**src/rtl/extint_pkg.sv**
```systemverilog
package extint_pkg;
  localparam int FIELD_W       = 3;
  localparam int FIELD_STRIDE  = 4;
  localparam int LINES_PER_CFG = 16;
  localparam int NUM_GROUPS    = 4;

  localparam logic [1:0] A_CFG_LO = 2'd0;
  localparam logic [1:0] A_CFG_HI = 2'd1;
  localparam logic [1:0] A_MASK   = 2'd2;
  localparam logic [1:0] A_PEND   = 2'd3;

  // Trigger evaluation: level codes look at the present sample, edge codes
  // compare it with the sample of the previous cycle.
  function automatic logic trig_hit(input logic [FIELD_W-1:0] code,
                                    input logic cur, input logic prev);
    logic hit;
    unique casez (code)
      3'b000:  hit = ~cur;
      3'b001:  hit = cur;
      3'b01?:  hit = prev & ~cur;
      3'b10?:  hit = ~prev & cur;
      default: hit = prev ^ cur;
    endcase
    return hit;
  endfunction

  // Group bounds: 4, 8, 8, 8 lines.
  function automatic int grp_lo(input int g);
    return (g == 0) ? 0 : 4 + (g - 1) * 8;
  endfunction

  function automatic int grp_hi(input int g);
    return (g == 0) ? 3 : 11 + (g - 1) * 8;
  endfunction
endpackage

```
**src/rtl/extint_sync.sv**
```systemverilog
module extint_sync #(
  parameter int   WIDTH  = 28,
  parameter int   STAGES = 2,
  parameter logic INIT   = 1'b1
) (
  input  logic             clk,
  input  logic             rst_n,
  input  logic [WIDTH-1:0] d,
  output logic [WIDTH-1:0] q
);
  logic [WIDTH-1:0] chain [STAGES];

  always_ff @(posedge clk or negedge rst_n) begin
    if (!rst_n) begin
      for (int s = 0; s < STAGES; s++) chain[s] <= {WIDTH{INIT}};
    end else begin
      chain[0] <= d;
      for (int s = 1; s < STAGES; s++) chain[s] <= chain[s-1];
    end
  end

  assign q = chain[STAGES-1];
endmodule

```
**src/rtl/extint_line.sv**
```systemverilog
module extint_line
  import extint_pkg::*;
#(
  parameter logic INIT = 1'b1
) (
  input  logic               clk,
  input  logic               rst_n,
  input  logic               cur,
  input  logic [FIELD_W-1:0] code,
  input  logic               clr,
  output logic               pend
);
  logic prev;
  logic hit;

  assign hit = trig_hit(code, cur, prev);

  always_ff @(posedge clk or negedge rst_n) begin
    if (!rst_n) begin
      prev <= INIT;
      pend <= 1'b0;
    end else begin
      prev <= cur;
      pend <= hit | (pend & ~clr);
    end
  end

  assert_event_wins_R7: assert property (@(posedge clk) disable iff (!rst_n)
    hit |=> pend);
  assert_clear_R6: assert property (@(posedge clk) disable iff (!rst_n)
    (clr && !hit) |=> !pend);
  assert_sticky_R6: assert property (@(posedge clk) disable iff (!rst_n)
    (pend && !clr) |=> pend);
endmodule

```
**src/rtl/extint_group.sv**
```systemverilog
module extint_group #(
  parameter int NUM_LINES = 28,
  parameter int LO        = 0,
  parameter int HI        = 3
) (
  input  logic [NUM_LINES-1:0] pend,
  input  logic [NUM_LINES-1:0] mask,
  output logic                 req
);
  localparam int SPAN = HI - LO + 1;
  logic [SPAN-1:0] live;

  assign live = pend[HI:LO] & ~mask[HI:LO];
  assign req  = |live;
endmodule

```
**src/rtl/extint_ctrl.sv**
```systemverilog
module extint_ctrl
  import extint_pkg::*;
#(
  parameter int   NUM_LINES   = 28,
  parameter int   SYNC_STAGES = 2,
  parameter int   DATA_W      = 32,
  parameter logic SYNC_INIT   = 1'b1
) (
  input  logic                  clk,
  input  logic                  rst_n,
  input  logic [NUM_LINES-1:0]  line_in,
  input  logic                  wr_en,
  input  logic                  rd_en,
  input  logic [1:0]            addr,
  input  logic [DATA_W-1:0]     wdata,
  output logic [DATA_W-1:0]     rdata,
  output logic [NUM_GROUPS-1:0] grp_irq
);
  localparam int NUM_PAIRS     = (NUM_LINES + 1) / 2;
  localparam int PAIRS_PER_REG = LINES_PER_CFG / 2;

  logic [FIELD_W-1:0]   cfg_q [NUM_PAIRS];
  logic [NUM_LINES-1:0] mask_q;
  logic [NUM_LINES-1:0] pend;
  logic [NUM_LINES-1:0] synced;
  logic [NUM_LINES-1:0] clr_vec;
  logic [DATA_W-1:0]    cfg_lo_rd, cfg_hi_rd;

  wire wr_cfg_lo = wr_en && (addr == A_CFG_LO);
  wire wr_cfg_hi = wr_en && (addr == A_CFG_HI);
  wire wr_mask   = wr_en && (addr == A_MASK);
  wire wr_pend   = wr_en && (addr == A_PEND);

  assign clr_vec = wr_pend ? wdata[NUM_LINES-1:0] : '0;

  // Register file
  always_ff @(posedge clk or negedge rst_n) begin
    if (!rst_n) begin
      for (int p = 0; p < NUM_PAIRS; p++) cfg_q[p] <= '0;
      mask_q <= '1;
    end else begin
      for (int p = 0; p < NUM_PAIRS; p++) begin
        if (p < PAIRS_PER_REG) begin
          if (wr_cfg_lo) cfg_q[p] <= wdata[p*FIELD_STRIDE +: FIELD_W];
        end else begin
          if (wr_cfg_hi)
            cfg_q[p] <= wdata[(p-PAIRS_PER_REG)*FIELD_STRIDE +: FIELD_W];
        end
      end
      if (wr_mask) mask_q <= wdata[NUM_LINES-1:0];
    end
  end

  always_comb begin
    cfg_lo_rd = '0;
    cfg_hi_rd = '0;
    for (int p = 0; p < NUM_PAIRS; p++) begin
      if (p < PAIRS_PER_REG) cfg_lo_rd[p*FIELD_STRIDE +: FIELD_W] = cfg_q[p];
      else cfg_hi_rd[(p-PAIRS_PER_REG)*FIELD_STRIDE +: FIELD_W] = cfg_q[p];
    end
  end

  always_comb begin
    rdata = '0;
    if (rd_en) begin
      unique case (addr)
        A_CFG_LO: rdata = cfg_lo_rd;
        A_CFG_HI: rdata = cfg_hi_rd;
        A_MASK:   rdata[NUM_LINES-1:0] = mask_q;
        default:  rdata[NUM_LINES-1:0] = pend;
      endcase
    end
  end

  // Input synchronizer
  extint_sync #(.WIDTH(NUM_LINES), .STAGES(SYNC_STAGES), .INIT(SYNC_INIT))
    u_sync (.clk(clk), .rst_n(rst_n), .d(line_in), .q(synced));

  // Per-line trigger and pending flag
  for (genvar n = 0; n < NUM_LINES; n++) begin : g_line
    extint_line #(.INIT(SYNC_INIT)) u_line (
      .clk(clk), .rst_n(rst_n), .cur(synced[n]), .code(cfg_q[n/2]),
      .clr(clr_vec[n]), .pend(pend[n]));
  end

  // Grouped outputs
  for (genvar g = 0; g < NUM_GROUPS; g++) begin : g_grp
    extint_group #(.NUM_LINES(NUM_LINES), .LO(grp_lo(g)), .HI(grp_hi(g)))
      u_grp (.pend(pend), .mask(mask_q), .req(grp_irq[g]));
  end

  assert_mask_all_R5: assert property (@(posedge clk) disable iff (!rst_n)
    (wr_mask && (&wdata[NUM_LINES-1:0])) |=> (grp_irq == '0));
  assert_mask_rsvd_R9: assert property (@(posedge clk) disable iff (!rst_n)
    (rd_en && (addr == A_MASK || addr == A_PEND)) |-> (rdata[DATA_W-1:NUM_LINES] == '0));
  assert_cfg_rsvd_R9: assert property (@(posedge clk) disable iff (!rst_n)
    (rd_en && (addr == A_CFG_LO || addr == A_CFG_HI)) |-> ((rdata & 32'h8888_8888) == '0));
  assert_cfg_write_R2: assert property (@(posedge clk) disable iff (!rst_n)
    wr_cfg_lo |=> (cfg_lo_rd == ($past(wdata) & 32'h7777_7777)));
endmodule

```
**config.mk**
```make
export PLATFORM = sky130hd
export DESIGN_NAME = extint_ctrl
export DESIGN_NICKNAME = d
export VERILOG_FILES = /design/src/rtl/extint_pkg.sv /design/src/rtl/extint_sync.sv /design/src/rtl/extint_line.sv /design/src/rtl/extint_group.sv /design/src/rtl/extint_ctrl.sv
export SDC_FILE = /design/constraint.sdc
export NUM_CORES = 1
export LEC_CHECK = 0
export ABC_AREA = 1
export BUFFER_PORTS_ARGS = -buffer_cell sky130_fd_sc_hd__clkbuf_2
export CAP_MARGIN = 20
export CELL_PAD_IN_SITES_DETAIL_PLACEMENT = 0
export CELL_PAD_IN_SITES_GLOBAL_PLACEMENT = 2
export CORE_ASPECT_RATIO = 1.25
export CORE_MARGIN = 2
export CORE_UTILIZATION = 32
export CTS_CLUSTER_DIAMETER = 120
export DETAILED_ROUTE_END_ITERATION = 10
export GPL_ROUTABILITY_DRIVEN = 0
export PLACE_DENSITY_LB_ADDON = 0.1
export SETUP_SLACK_MARGIN = 0.5
export SLEW_MARGIN = 20
export SYNTH_ARGS = -nofsm -noshare
export SYNTH_HDL_FRONTEND = slang
export SYNTH_HIERARCHICAL = 1
export SYNTH_SLANG_ARGS = --single-unit
```
**constraint.sdc**
```tcl
create_clock -name clk -period 1.4 [get_ports clk]
set_clock_uncertainty 0.2 [all_clocks]
set_input_delay 0.07 -clock clk [delete_from_list [all_inputs] [get_ports clk]]
set_output_delay 0.07 -clock clk [all_outputs]
set_load 0.05 [all_outputs]
```
# After elaboration in Yosys (flattened, before gate mapping)
# Index checks and enable logic that the tools add are counted.
# totals
reg_bits	182
latch_bits	0
ramBits	0
rom_bits	0
input_bits	66
output_inout_bits	36
elab_cells	405
n_memories	0
# op_classes
addsub	0
mul	0
n_div	0
magnitude_cmp	0
eq_ne	45
n_shift	0
muxes	32
bitwise_logic	232
reduce_logical	23
# op_table
cell	count
1-bit one-hot mux with 4 select lines	28
1-bit AND	84
1-bit inverter	84
28-bit one-hot mux with 3 select lines	1
3-bit by 1-bit == test with 1-bit output (second input constant)	14
3-bit logical NOT	14
2-bit == test (second input constant)	16
31-bit two-way mux	1
2-bit by 1-bit == test with 1-bit output (second input constant)	15
28-bit two-way mux	1
1-bit bitwise OR	28
1-bit XOR	28
8-bit AND	3
8-bit inverter	3
8-bit OR reduction	3
4-bit AND	1
1-bit logical AND	4
4-bit inverter	1
4-bit OR reduction	1
3-bit two-way mux	1
2-bit logical NOT	1

# Logic depth before layout (Yosys ltp)
# depth
ltp_word	6
depth_mapped	9

# Cells and area by module
# The synthesis kept the hierarchy.
# by_module_without_submodules
module	n_inst	cells_per_inst	area_each_um2	seq_area_each_um2
extint_line	28	21	146.4	51.3
extint_ctrl	1	498	3829.9	1786.7
extint_sync	1	84	1681.6	1471.4
extint_group at g_grp[1].u_grp ...	3	23	86.3	0.0
extint_group at g_grp[0].u_grp	1	13	48.8	0.0

# Worst setup path after synthesis
# No wires, ideal clock.
# synth_path
kind	reg-to-output
start	register mask_q[11]
end	output port rdata[11]
arrival_ps	1335
required_ps	1130
setup_slack_ps	-205
stages_incl_launch_ff	3
n_path_buf	0
cell_sequence	dfstp_2 nand2_1 a21oi_1
# synth_between
elab_chain_cells	2
# synth_lines
item	line_no	text
start: declaration	extint_ctrl.sv:23	logic [NUM_LINES-1:0] mask_q;
start signal: assignment	extint_ctrl.sv:50	if (wr_mask) mask_q <= wdata[NUM_LINES-1:0];
28-bit one-hot mux with 3 select lines	extint_ctrl.sv:66	unique case (addr)
31-bit two-way mux	extint_ctrl.sv:65	if (rd_en) begin
end: declaration	extint_ctrl.sv:16	output logic [DATA_W-1:0] rdata,
# Every way passes these cells.

# Worst setup path in the final report
# layout_path
start	register mask_q[20]
end	output port rdata[20]
# The elaborated chain is that of the path after synthesis.

==> metrics.md <==
| Metric | Value |
|---|---|
| Vias | `~9000` |
| Pin count of the biggest net entering global routing | `57` |
| Complex-gate fraction of the synthesized area | `6.21%` |
| Final Max Tran Viols | `0` |
| Die ar. | `0.0324 mm2` |
| Worst-path fanout max | `2` |
| Final Cell Area | `roughly 0.016 mm2` |
| Critical Path RT | `1.13 ns` |
| Lkg Pwr | `7.63 nW` |
| DRT antenna net count | `0` |
| CP Class | `flip-flop to output pin` |
| All-Layer GR Usage | `a little under a fifth` |
| Tcrit/Tclk final | `130%` |
| Post-Synth XOR/XNOR Area | `0%` |
| Worst Setup End Kind | `output pin` |
| YS warnings | `6` |
| Clock Latency Late Sink | `about 0.45 ns` |
| CTS root buffer | `clkbuf_16` |
| Post-Synth Simple-Gate Area | `roughly a quarter` |
| Layout cell share with drive strength beyond 1 | `between 50% and 60%` |
| Max Cap Viol | `0` |
| Port bufs | `between 90 and 100` |
| Fillers | `~2900` |
| Synthesized Nets | `around 1400` |
| Residual DRC count | `0` |
| Worst slack, placed | `-0.114 ns` |
| HPWL after DPL | `slightly above 20000 um` |
| R2r setup slk | `-0.05 ns` |
| Cell variety after synth | `25` |
| Power per cell area | `1080 mW/mm2` |
| Final WL | `around 29000 um` |
| Total gr overflow | `0` |
| Global-route wire length before repair | `around 47000 um` |
| Reg2reg end | `g_line[20].u_line/pend$_DFF_PN0_` |
| Vias in the first global route | `just under 9000` |
| P&R area growth vs syn | `61.7%` |
| Dpl cell area | `0.0131 mm2` |
| Dpl cells | `~1900` |
| Failing checks | `negative setup slack` |
| CTS Buffer Depth | `2` |
| Fin crit period | `1.82 ns` |
| Final std cells w/o fill | `around 2000` |
| Initial DRC Count | `339` |
| Cell area after synthesis | `0.00992 mm2` |
| FF-to-FF path depth | `7` |
| Die Y | `201 um` |
| Crit Reg-Reg Startpoint | `u_sync/q[20]$_DFF_PN1_` |
| Core box area | `around 0.031 mm2` |
| Hold WS | `about 0.03 ns` |
| Clk pin slew, worst setup/hold paths | `0.07 ns` |
| CP Data Arrival Time | `around 1.6 ns` |
| Clk sinks | `between 150 and 200` |
| CTS HTree Levels | `4` |
| Run status | `finished, violations left` |
| Antenna violations before repair | `0` |
| TritonCTS clock tree | `built` |
| Vias per std cell | `between 4 and 5` |
| Initial Util | `between 30% and 40%` |
| Peak supply drop | `around 0.00055 V` |
| Sequential area share after synthesis | `roughly 47%` |
| Rows | `72` |
| Final Net Count | `approximately 1700` |
| Hold Violations, Final | `0` |
| Largest family of logic cells by synthesized area | `simple AND/OR/NAND/NOR gates` |
| Total inserted antenna cells | `0` |
| RSZ-0062 raised after global routing | `yes` |
| Mux contribution to synthesized area | `0%` |
| Syn Inst Count | `approximately 1300` |
| # setup viols final | `53` |
| CTS Buf Count | `17` |
| Startpoint types | `flip-flop` |
| Post-synthesis adder-cell area fraction | `under 10%` |
| Highest clock rate | `between 500 and 600 MHz` |
| Worst setup margin | `-0.417 ns` |
| Die X | `roughly 160 um` |
| First-pass DRT Iterations | `4` |
| IO Count | `102` |
| Syn_area_per_cell | `7.92 um2` |
| CP startpoint | `mask_q[20]$_DFFE_PN1P_` |
| Worst hold path type | `input pin to asynchronous set/reset pin` |
| #FFs+latches synth | `between 150 and 200` |
| Wire per inst | `about 15 um` |
layout by cell type, fill, tap and decap left out, drive strengths merged:
cell type      n
clkinvlp      23
nand2        398
dlygate4sd3   60
dfrtp         70
clkbuf        86
inv          233
nor2          78
bufinv         6
conb           1
nand3        102
o21ai         85
buf          245
ha            56
a21oi         38
clkinv         3
dfstp        112
state kept, by name, indices dropped and copies added (netlist names):
| signal | cells |
|---|---|
| u_sync/q | 28 |
| u_sync/chain | 28 |
| g_line.u_line/prev | 28 |
| mask_q | 28 |
| g_line.u_line/pend | 28 |
| cfg_lo_rd | 24 |
| cfg_hi_rd | 18 |
critical path, cell delays in order (launching register included):
cell,delay (ns)
dfstp_2,0.54
buf_6,0.11
nand3_4,0.07
nand3_2,0.11
nand2_4,0.06
clkinvlp_4,0.08
buf_12,0.13
metal layers:
| metal | vias to the layer above | GRT usage (%) | wire (um) |
|---|---|---|---|
| met4 | 0 | 6.63 | 651 |
| met2 | 128 | 33.2 | 15400 |
| met5 | - | 0 | 0 |
| li1 | 4427 | - | - |
| met1 | 4197 | 23.4 | 12800 |
| met3 | 28 | 2.52 | 673 |
through the flow:
step	utilization [%]	TNS, ns	total power, mW
after detailed placement	42.5	-3.88	10.6
after global routing	52.2	-15.29	18.3
after CTS	49.7	-12.93	17.0
after floorplan	-	-0.225	8.69
final	52.2	-11.39	17.3
after global placement	42.5	-3.22	10.5
Yosys cell counts (all sizes together):
library cell / count / share of area, %
o21ai: 85 / 4.3
a21oi: 38 / 1.9
buf: 53 / 4.2
ha: 56 / 7.1
nor2: 78 / 3.6
conb: 1 / 0.038
clkinv: 2 / 0.088
inv: 252 / 9.6
dfrtp: 70 / 18
dfstp: 112 / 30
nand2: 398 / 16
clkbuf: 5 / 0.19
nand3: 102 / 5.8
cell type report:
class	count	area, um2	share of cell area [%]
Clock inverter	11	220	1.37
Multi-Input combinational cell	758	5080	31.7
Inverter	254	1120	6.98
Sequential cell	182	4700	29.3
Clock buffer	21	460	2.87
Timing Repair Buffer	370	3950	24.6
Tap cell	407	509	3.18
how the worst max path moves through the flow:
stage                                                   to  slack [ns]  depth (start not counted)
after global placement                            rdata[8]       -0.12                          8
final                                            rdata[20]       -0.42                          6
after CTS                                       grp_irq[1]       -0.46                          6
after global routing                             rdata[20]       -0.50                          6
after floorplan           g_line[22].u_line/pend$_DFF_PN0_      -0.008                          8
after detailed placement                          rdata[9]       -0.11                          8
kinds of logic (layout without fill, tap and decap cells):
| group | count (synthesis) | count (layout) |
|---|---|---|
| AO/OA/AOI/OAI | 123 | 123 |
| adder cells (fa/ha/maj) | 56 | 56 |
| buffers and inverters | 312 | 656 |
| flip-flops | 182 | 182 |
| other | 1 | 1 |
| AND/OR/NAND/NOR | 578 | 578 |
report_power, final:
group / switching (mW) / total [mW] / internal (mW) / leakage (nW)
registers: 0.427 / 6.41 / 5.98 / 1.95
logic: 2.73 / 5.25 / 2.52 / 5.36
clock network: 2.18 / 5.64 / 3.46 / 0.326
repair_timing:
item / CTS / global route
gates resized for setup: 251 / 160
gates cloned: 2 / 3
setup buffers: 18 / 23
pin swaps: 71 / 97
hold buffers: 60 / 1
endpoints found under the hold margin: 308 / 4
setup endpoints to repair: 158 / 161
(Power assumes the default switching activity.)
